$ cat src/rtl/irq_prio_pkg.sv
package irq_prio_pkg;
   typedef enum logic [1:0] {
      CFG_READY      = 2'd0,
      CFG_WAIT_BASE  = 2'd1,
      CFG_WAIT_EXTRA = 2'd2
   } cfg_state_e;

   localparam logic [2:0] OP_END_TOP      = 3'b001;
   localparam logic [2:0] OP_END_NAMED    = 3'b011;
   localparam logic [2:0] OP_ROT_END_TOP  = 3'b101;
   localparam logic [2:0] OP_SET_BOTTOM   = 3'b110;
   localparam logic [2:0] OP_ROT_END_NAME = 3'b111;
endpackage

$ cat src/rtl/irq_req_latch.sv
module irq_req_latch #(
   parameter int N = 8
) (
   input  logic         clk,
   input  logic         rst_n,
   input  logic         level_mode,
   input  logic         flush,
   input  logic [N-1:0] irq_in,
   input  logic [N-1:0] clr,
   output logic [N-1:0] pend
);
   logic [N-1:0] line_q;
   logic [N-1:0] pend_q;

   for (genvar g = 0; g < N; g++) begin : g_line
      always_ff @(posedge clk) begin
         if (!rst_n) begin
            line_q[g] <= 1'b0;
            pend_q[g] <= 1'b0;
         end else begin
            line_q[g] <= irq_in[g];
            if (flush)
               pend_q[g] <= 1'b0;
            else if (level_mode)
               pend_q[g] <= irq_in[g];
            else
               pend_q[g] <= (pend_q[g] & ~clr[g]) | (irq_in[g] & ~line_q[g]);
         end
      end

      AST_EDGE_KEEP: assert property (@(posedge clk) disable iff (!rst_n)
         (!level_mode && !flush && pend_q[g] && !clr[g]) |=> pend_q[g]);
      AST_EDGE_CATCH: assert property (@(posedge clk) disable iff (!rst_n)
         (!level_mode && !flush && irq_in[g] && !line_q[g]) |=> pend_q[g]);
   end

   assign pend = pend_q;
endmodule

$ cat src/rtl/irq_prio_pick.sv
module irq_prio_pick #(
   parameter int N  = 8,
   parameter int LW = 3
) (
   input  logic [N-1:0]  req,
   input  logic [LW-1:0] low_lvl,
   output logic          any,
   output logic [LW-1:0] lvl,
   output logic [LW-1:0] rank
);
   always_comb begin
      logic [LW-1:0] idx;
      any  = 1'b0;
      lvl  = '0;
      rank = '0;
      for (int k = N - 1; k >= 0; k--) begin
         idx = low_lvl + LW'(1) + LW'(k);
         if (req[idx]) begin
            any  = 1'b1;
            lvl  = idx;
            rank = LW'(k);
         end
      end
   end

   always_comb begin
      if (any) begin
         AST_PICK_VALID: assert (req[lvl]);
      end
   end
endmodule

$ cat src/rtl/irq_prog_regs.sv
module irq_prog_regs
   import irq_prio_pkg::*;
#(
   parameter int N  = 8,
   parameter int LW = 3,
   parameter int DW = 8,
   parameter int BW = 5
) (
   input  logic          clk,
   input  logic          rst_n,
   input  logic          wr_en,
   input  logic          addr0,
   input  logic [DW-1:0] wr_data,
   input  logic          isr_any,
   input  logic [LW-1:0] isr_lvl,
   output logic          level_mode,
   output logic [BW-1:0] vec_base,
   output logic [N-1:0]  mask,
   output logic [LW-1:0] low_lvl,
   output logic          flush,
   output logic [N-1:0]  eoi_clr
);
   if (N != (1 << LW)) begin : g_bad_lines
      $error("line count must equal two to the level width");
   end
   if (N > DW) begin : g_bad_mask
      $error("mask must fit in one data word");
   end
   if (BW + LW > DW) begin : g_bad_base
      $error("base and level must fit in one data word");
   end

   localparam logic [N-1:0] ONE_HOT0 = N'(1);

   cfg_state_e    state_q;
   logic          extra_q;
   logic          op_wr;
   logic [2:0]    op_code;
   logic [LW-1:0] op_lvl;
   logic          tgt_ok;
   logic [LW-1:0] tgt_lvl;

   assign flush   = wr_en && !addr0 && wr_data[4];
   assign op_wr   = wr_en && !addr0 && (wr_data[4:3] == 2'b00);
   assign op_code = wr_data[7:5];
   assign op_lvl  = wr_data[LW-1:0];

   always_comb begin
      tgt_ok  = 1'b0;
      tgt_lvl = op_lvl;
      if (op_wr) begin
         unique case (op_code)
            OP_END_TOP, OP_ROT_END_TOP: begin
               tgt_ok  = isr_any;
               tgt_lvl = isr_lvl;
            end
            OP_END_NAMED, OP_ROT_END_NAME: tgt_ok = 1'b1;
            default: tgt_ok = 1'b0;
         endcase
      end
   end

   assign eoi_clr = tgt_ok ? (ONE_HOT0 << tgt_lvl) : '0;

   always_ff @(posedge clk) begin
      if (!rst_n) begin
         state_q    <= CFG_READY;
         extra_q    <= 1'b0;
         level_mode <= 1'b0;
         vec_base   <= '0;
         mask       <= '0;
         low_lvl    <= LW'(N - 1);
      end else if (flush) begin
         state_q    <= CFG_WAIT_BASE;
         extra_q    <= wr_data[0];
         level_mode <= wr_data[3];
         mask       <= '0;
         low_lvl    <= LW'(N - 1);
      end else if (wr_en && addr0) begin
         unique case (state_q)
            CFG_WAIT_BASE: begin
               vec_base <= wr_data[DW-1:DW-BW];
               state_q  <= extra_q ? CFG_WAIT_EXTRA : CFG_READY;
            end
            CFG_WAIT_EXTRA: state_q <= CFG_READY;
            default:        mask    <= wr_data[N-1:0];
         endcase
      end else if (op_wr) begin
         if (op_code == OP_SET_BOTTOM || op_code == OP_ROT_END_NAME)
            low_lvl <= op_lvl;
         else if (op_code == OP_ROT_END_TOP && isr_any)
            low_lvl <= isr_lvl;
      end
   end

   AST_MASK_LOAD: assert property (@(posedge clk) disable iff (!rst_n)
      (wr_en && addr0 && state_q == CFG_READY) |=> (mask == $past(wr_data[N-1:0])));
   AST_EXTRA_IGNORED: assert property (@(posedge clk) disable iff (!rst_n)
      (wr_en && addr0 && state_q == CFG_WAIT_EXTRA) |=> ($stable(mask) && $stable(vec_base)));
   AST_SETUP_CLEARS: assert property (@(posedge clk) disable iff (!rst_n)
      flush |=> (mask == '0 && low_lvl == LW'(N - 1)));
   AST_BOTTOM_SET: assert property (@(posedge clk) disable iff (!rst_n)
      (op_wr && op_code == OP_SET_BOTTOM) |=> (low_lvl == $past(op_lvl)));
endmodule

$ cat src/rtl/irq_prio_ctrl.sv
module irq_prio_ctrl #(
   parameter int NUM_IRQ = 8,
   parameter int DATA_W  = 8,
   parameter int VEC_W   = 8
) (
   input  logic               clk,
   input  logic               rst_n,
   input  logic               wr_en,
   input  logic               addr0,
   input  logic [DATA_W-1:0]  wr_data,
   input  logic [NUM_IRQ-1:0] irq_in,
   input  logic               ack,
   output logic               int_out,
   output logic [VEC_W-1:0]   vec_out
);
   localparam int LVL_W  = $clog2(NUM_IRQ);
   localparam int BASE_W = VEC_W - LVL_W;
   localparam logic [NUM_IRQ-1:0] ONE_HOT0 = NUM_IRQ'(1);

   if (BASE_W < 1) begin : g_bad_vec
      $error("vector too narrow for the level field");
   end

   logic               level_mode;
   logic [BASE_W-1:0]  vec_base;
   logic [NUM_IRQ-1:0] mask;
   logic [LVL_W-1:0]   low_lvl;
   logic               flush;
   logic [NUM_IRQ-1:0] eoi_clr;
   logic [NUM_IRQ-1:0] pend;
   logic [NUM_IRQ-1:0] live;
   logic [NUM_IRQ-1:0] isr_q;
   logic [NUM_IRQ-1:0] ack_set;
   logic               pend_any, isr_any;
   logic [LVL_W-1:0]   pend_lvl, isr_lvl;
   logic [LVL_W-1:0]   pend_rank, isr_rank;

   irq_prog_regs #(
      .N (NUM_IRQ), .LW(LVL_W), .DW(DATA_W), .BW(BASE_W)
   ) u_regs (
      .clk       (clk),
      .rst_n     (rst_n),
      .wr_en     (wr_en),
      .addr0     (addr0),
      .wr_data   (wr_data),
      .isr_any   (isr_any),
      .isr_lvl   (isr_lvl),
      .level_mode(level_mode),
      .vec_base  (vec_base),
      .mask      (mask),
      .low_lvl   (low_lvl),
      .flush     (flush),
      .eoi_clr   (eoi_clr)
   );

   irq_req_latch #(.N(NUM_IRQ)) u_latch (
      .clk       (clk),
      .rst_n     (rst_n),
      .level_mode(level_mode),
      .flush     (flush),
      .irq_in    (irq_in),
      .clr       (ack_set),
      .pend      (pend)
   );

   assign live = pend & ~mask;

   irq_prio_pick #(.N(NUM_IRQ), .LW(LVL_W)) u_pick_req (
      .req    (live),
      .low_lvl(low_lvl),
      .any    (pend_any),
      .lvl    (pend_lvl),
      .rank   (pend_rank)
   );

   irq_prio_pick #(.N(NUM_IRQ), .LW(LVL_W)) u_pick_isr (
      .req    (isr_q),
      .low_lvl(low_lvl),
      .any    (isr_any),
      .lvl    (isr_lvl),
      .rank   (isr_rank)
   );

   assign ack_set = (ack && pend_any) ? (ONE_HOT0 << pend_lvl) : '0;
   assign int_out = pend_any && (!isr_any || (pend_rank < isr_rank));

   always_ff @(posedge clk) begin
      if (!rst_n) begin
         isr_q   <= '0;
         vec_out <= '0;
      end else begin
         if (flush)
            isr_q <= '0;
         else
            isr_q <= (isr_q & ~eoi_clr) | ack_set;
         if (ack)
            vec_out <= {vec_base, (pend_any ? pend_lvl : LVL_W'(NUM_IRQ - 1))};
      end
   end

   AST_INT_HAS_SOURCE: assert property (@(posedge clk) disable iff (!rst_n)
      int_out |-> (live != '0));
   AST_ACK_MARKS: assert property (@(posedge clk) disable iff (!rst_n)
      (ack && !flush && live != '0) |=> (isr_q != '0));
   AST_SPURIOUS_VEC: assert property (@(posedge clk) disable iff (!rst_n)
      (ack && live == '0) |=> (vec_out[LVL_W-1:0] == LVL_W'(NUM_IRQ - 1)));
   AST_VEC_BASE: assert property (@(posedge clk) disable iff (!rst_n)
      ack |=> (vec_out[VEC_W-1:LVL_W] == $past(vec_base)));
   AST_END_CLEARS: assert property (@(posedge clk) disable iff (!rst_n)
      (eoi_clr != '0 && !ack) |=> ((isr_q & $past(eoi_clr)) == '0));
endmodule

$ cat config.mk
export PLATFORM = sky130hd
export DESIGN_NAME = irq_prio_ctrl
export DESIGN_NICKNAME = d
export VERILOG_FILES = /design/src/rtl/irq_prio_pkg.sv /design/src/rtl/irq_req_latch.sv /design/src/rtl/irq_prio_pick.sv /design/src/rtl/irq_prog_regs.sv /design/src/rtl/irq_prio_ctrl.sv
export SDC_FILE = /design/constraint.sdc
export NUM_CORES = 1
export LEC_CHECK = 0
export BUFFER_PORTS_ARGS = -buffer_cell sky130_fd_sc_hd__buf_4
export CORE_ASPECT_RATIO = 0.8
export CORE_UTILIZATION = 37
export DETAILED_ROUTE_END_ITERATION = 8
export GPL_ROUTABILITY_DRIVEN = 0
export SLEW_MARGIN = 20
export SYNTH_ARGS = -nofsm -noshare
export SYNTH_HDL_FRONTEND = slang
export SYNTH_SLANG_ARGS = --single-unit
export TNS_END_PERCENT = 50
$ cat constraint.sdc
create_clock -name clk -period 6.8 [get_ports clk]
set_input_delay 0.68 -clock clk [delete_from_list [all_inputs] [get_ports clk]]
set_output_delay 0.68 -clock clk [all_outputs]
set_load 0.01 [all_outputs]
Yosys cells after proc, flatten, opt, wreduce, memory -nomap -nowiden
Cells that the tools add are included.

Bits in registers: 52. Input bits: 21. Logic and storage cells: 226.

$add $sub $neg: 8. Order comparisons: 9. Eq/ne operators: 7. Shift-type cells: 2. Multiplexer cells: 101. Bitwise gates (word level): 49. Reductions and logical operators: 25.

Operators by type and width (number): 3-bit two-way mux (37); 1-bit binary-select mux with 3-bit select (16); 1-bit two-way mux (43); 3-bit by 4-bit less-than comparator with 1-bit output (second input constant) (8); 1-bit inverter (20); 1-bit bitwise AND (16); 8-bit bitwise AND (2); 8-bit two-way mux (2); 8-bit inverter (2); 1-bit by 3-bit << shifter with 8-bit output (first input constant) (2); 3-bit adder (second input constant) (4); 3-bit == test (second input constant) (3); 1-bit bitwise OR (8); 8-bit bitwise OR (1); 2-bit OR reduction (4); 1-bit logical AND (7); 3-bit by 1-bit adder with 3-bit output (second input constant) (2); 3-bit by 2-bit adder with 3-bit output (second input constant) (2); 2-bit AND reduction (3); 3-bit AND reduction (2); 2-bit nonzero test (3); 2-bit one-hot mux with 2 select lines (1); 3-bit by 1-bit == test with 1-bit output (second input constant) (1); 3-bit by 2-bit == test with 1-bit output (second input constant) (1); 9 further kinds (11).

Longest topological paths before layout
Depth in word-level cells: 19. Mapped depth: 17.

Hierarchy
Synthesis repeated with hierarchy kept, for this count alone.

Cells, all modules: 506. Area total of the unflattened synthesis: 4438.0 µm².

By module, submodules not included: irq_prio_pick (instances 2, cells each 118, area an instance 1019.7 µm², sequential area each 0.0 µm²); irq_prog_regs (instances 1, cells each 112, area an instance 988.4 µm², sequential area each 400.4 µm²); irq_prio_ctrl (instances 1, cells each 99, area an instance 838.3 µm², sequential area each 320.3 µm²); irq_req_latch (instances 1, cells each 59, area an instance 571.8 µm², sequential area each 320.3 µm²).

Least setup slack after synthesis
OpenSTA, ideal clock, no wires.

Path kind: register -> output. From: reg u_regs.low_lvl[0]. To: out int_out. Arrival time: 3.207 ns. Required time: 6.120 ns. Path slack: 2.913 ns. Cell stages (with the launch flop): 14. Path buffers: 4. Path through: dfxtp_1 buf_4 inv_4 buf_2 ha_1 buf_6 buf_12 mux4_1 mux2_2 o311ai_0 ha_1 nand2_1 o21ai_0 a21oi_1.

Word-level cells in the longest chain between the ends: 15. Elaborated cells on any way between the ends: 76. Classes of those cells: add/sub: 8; order compare: 1; mux: 64; reduce/logical: 3.

Ends and longest elaborated chain: start, declared (RTL line irq_prog_regs.sv:19) `output logic [LW-1:0] low_lvl,`; start signal, assigned (RTL line irq_prog_regs.sv:72) `low_lvl <= LW'(N - 1);`; start signal, assigned (RTL line irq_prog_regs.sv:78) `low_lvl <= LW'(N - 1);`; start signal, assigned (RTL line irq_prog_regs.sv:90) `low_lvl <= op_lvl;`; 3-bit by 1-bit adder with 3-bit output (*) (RTL line irq_prio_pick.sv:17) `idx = low_lvl + LW'(1) + LW'(k);`; 3-bit adder (RTL line irq_prio_pick.sv:17); 1-bit binary-select mux with 3-bit select (RTL line irq_prio_pick.sv:18) `if (req[idx]) begin`; 1-bit two-way mux (not written as such) (RTL line irq_prio_pick.sv:18); 3-bit two-way mux or 1-bit two-way mux (tied branches) (8 in a row) (RTL line irq_prio_pick.sv:18); 3-bit less-than comparator or 1-bit zero test (tied branches) (RTL line irq_prio_ctrl.sv:85) `assign int_out = pend_any && (!isr_any || (pend_rank < isr_rank));`; 1-bit logical OR (RTL line irq_prio_ctrl.sv:85); 1-bit logical AND (*) (RTL line irq_prio_ctrl.sv:85); end, declared (RTL line irq_prio_ctrl.sv:13) `output logic int_out,`.

Mark *: on every way between the ends. The rest lies on a longest branch, timed or not. The select of a mux whose other input is x is not followed.

Worst setup path in the final report
Same ends and word-level chain as after synthesis.

==> results.sh <==
export IMPL_synth_top_area_share=0.251
export IMPL_top_usage_layer="met1"
export IMPL_drc=0
export IMPL_dieArea_mm2=0.0116
export IMPL_synthCells=466
export IMPL_fmax_mhz=193
export IMPL_placed_cells=621
export IMPL_syn_avg_cell_area_um2=8.91
export IMPL_cts_resized=0
export IMPL_cts_buffer_depth=2
export IMPL_holdCritPathClass="register to register"
export IMPL_grtUsageTotal=0.204
export IMPL_worstMarginPinSlew_ns=1.07
export IMPL_synthesis_nets=493
export IMPL_synth_top_area_cell="dfxtp_1"
export IMPL_hold_violations=0
export IMPL_rr_endpoint="isr_q[6]$_SDFF_PP0_"
export IMPL_cts_tree="yes"
export IMPL_ys_flop_type="dfxtp_1"
export IMPL_worstPathRequired_ns=6.12
export IMPL_wl_per_cell_um=18.2
export IMPL_ant_nets=0
export IMPL_r2r_start="u_regs.low_lvl[0]$_SDFFE_PP1P_"
export IMPL_synth_area_mm2=0.00415
export IMPL_rr_worst_depth=11
export IMPL_drt_total_wl_um=11500
export IMPL_synthArstFlopShare=0
export IMPL_path_class="register to output port"
export IMPL_met1_usage=0.308
export IMPL_fin_crit_sh=0.760
export IMPL_antenna_found_initial=0
export IMPL_setup_tns_ns=0
export IMPL_whs_path_depth=2
export IMPL_clkSinkCount=52
export IMPL_drv_cap=0
export IMPL_power_density_mw_per_mm2=219
export IMPL_io_buffers=29
export IMPL_rows=34
export IMPL_insertion_delay_ns=0.29
export IMPL_viasPerCell=6.09
export IMPL_crit_arrival_ns=4.49
export IMPL_hold_start="u_regs.state_q[1]$_SDFFE_PP0P_"
export IMPL_die_x_um=120
export IMPL_diodes=0
export IMPL_ys_ff_latch=52
export IMPL_synthTopCellsByArea="dfxtp_1 (25%), mux2i_1 (10%), mux4_2 (8.1%)"
export IMPL_stdcell_area_mm2=0.00463
export IMPL_crit_path_end_kind="output port"
export IMPL_drive_above_1_share=0.163
export IMPL_drv_slew=0
export IMPL_reg2reg_slack_ns=2.09
export IMPL_max_vdd_ir_drop_mv=0.0960
export IMPL_boundaryPins=30
export IMPL_core_area_mm2=0.0109
export IMPL_dieHeight_um=96.7
export IMPL_max_slew_margin_rel=0.279
export IMPL_nets=511
export IMPL_final_cells=629
export IMPL_cts_hold_buf=0
export IMPL_h_tree_depth=2
export IMPL_final_core_util=0.425
export IMPL_clock_skew_ns=0.00652
export IMPL_cts_setup_buffers=0
export IMPL_vias=3833
export IMPL_grt_use_met3=0.0371
export IMPL_rsz0062_at_grt="false"
export IMPL_yosysSeqAreaShare=0.251
export IMPL_met2_usage=0.292
export IMPL_min_period_ns=5.17
export IMPL_grt_max_degree=28
export IMPL_crit_fanout=27
export IMPL_numCtsBuffers=5
export IMPL_start_util=0.381
export IMPL_synth_edf_count=0
export IMPL_ys_types=71
export IMPL_leakage_nw=1.85
export IMPL_status="complete, no violations"
export IMPL_grt_first_pass_wirelength_um=18900
export IMPL_grt_pass1_vias=3546
export IMPL_firstDrtPassIters=5
export IMPL_crit_path_start_kind="register"
export IMPL_syn_to_final_growth_pct=11.5
export IMPL_hpwl_um=8700
export IMPL_finalSetupViolations=0
export IMPL_drtIter0Drc=419
export IMPL_min_to="u_regs.state_q[1]$_SDFFE_PP0P_"
export IMPL_root_buffer="clkbuf_16"
export IMPL_place_area_mm2=0.00446
export IMPL_overflow=0
export IMPL_yosysWarnings=0
export IMPL_clk_pin_slew_ns=0.07
logic make-up after synthesis:
logic type,after synthesis,synth area share
AOI/OAI and AO/OA,150,0.251
xor gates and xnor gates,6,0.0211
adders and majority gates,6,0.0181
buffers and inverters,34,0.0401
DFF,52,0.251
muxes,70,0.232
and+or+nand+nor,148,0.186
flip-flops by register name, summed over array words and instances (netlist names):
register and count:
isr_q 8, u_latch.line_q 8, u_latch.pend 8, u_regs.mask 8, vec_out 8, u_regs.vec_base 5, u_regs.low_lvl 3, u_regs.state_q 2
u_regs.extra_q 1, u_regs.level_mode 1
final cells by class:
class | instances | area (um^2)
multi-input cells | 380 | 2940
clock inverters | 2 | 38.8
repair buffers | 33 | 248
flip-flops and latches | 52 | 1040
well taps | 144 | 180
inverters | 12 | 47.5
clock buffers | 6 | 129
fillers | 1121 | 6260
per-layer routing:
| layer | part of all wire | vias up |
|---|---|---|
| met5 | 0 | - |
| met4 | 0.023 | 0 |
| met3 | 0.066 | 23 |
| met2 | 0.42 | 155 |
| met1 | 0.49 | 1820 |
| li1 | - | 1835 |
layout by cell type, fill, tap and decap left out, drive strengths merged, types with 8 or more instances in the layout:
master  count
dfxtp      52
mux2i      43
buf        33
o21ai      32
nand2      31
nor2       31
a21oi      30
nor2b      23
mux4       18
and2       13
nand3      13
inv        12
a22oi      10
o22ai       9
mux2        9
nand2b      8
a21boi      8
cells in the mapped netlist, types with 6 or more instances:
library cell	count
ha_1	6
nand2_1	31
mux2_2	8
nor2_1	31
and2_1	13
o22ai_1	9
nand3_1	12
nor2b_1	23
a31oi_1	7
nand2b_1	8
buf_2	7
o31a_1	6
dfxtp_1	52
nor3_1	6
inv_1	10
a22oi_1	10
mux4_2	15
mux2i_1	42
o21ai_1	6
a211oi_1	7
clkbuf_1	11
o21ai_0	26
a21oi_1	29
o211ai_1	7
a21boi_0	8
worst max-delay path by stage:
stage | startpoint | end | slack (ns) | cells past startpoint
final | u_regs.low_lvl[0]$_SDFFE_PP1P_ | int_out | 1.63 | 12
after global routing | u_regs.low_lvl[0]$_SDFFE_PP1P_ | int_out | 1.30 | 12
after CTS | u_regs.low_lvl[0]$_SDFFE_PP1P_ | int_out | 1.63 | 12
after detailed placement | u_regs.low_lvl[0]$_SDFFE_PP1P_ | int_out | 1.94 | 12
after global placement | u_regs.low_lvl[0]$_SDFFE_PP1P_ | int_out | 2.05 | 12
after floorplan | u_regs.low_lvl[0]$_SDFFE_PP1P_ | int_out | 2.91 | 13
where the power goes:
group	switching (W)	leakage [nW]	internal (W)
logic	0.000225	1.35	0.000157
registers	0.0000193	0.426	0.000324
clock network	0.000114	0.0815	0.000175
critical path: stages (launching register included):
cell and delay (ns):
dfxtp_1 0.31, buf_4 0.33, inv_4 0.19, ha_1 0.66, buf_4 0.39, mux4_1 0.68, mux2i_1 0.38, nand2b_1 0.13
a311o_1 0.41, a221oi_1 0.29, o21ai_0 0.12, a21oi_1 0.16, buf_4 0.14
stage by stage:
step	setup slack, ns	hold WS [ns]	power (W)
floorplan	2.91	0.464	0.000614
global route	1.30	0.544	0.00107
CTS	1.63	0.493	0.00101
global placement	2.05	0.481	0.000718
detailed placement	1.94	0.485	0.000722
finish	1.63	0.496	0.00101
Note: power is estimated with default switching activity, not from simulation.
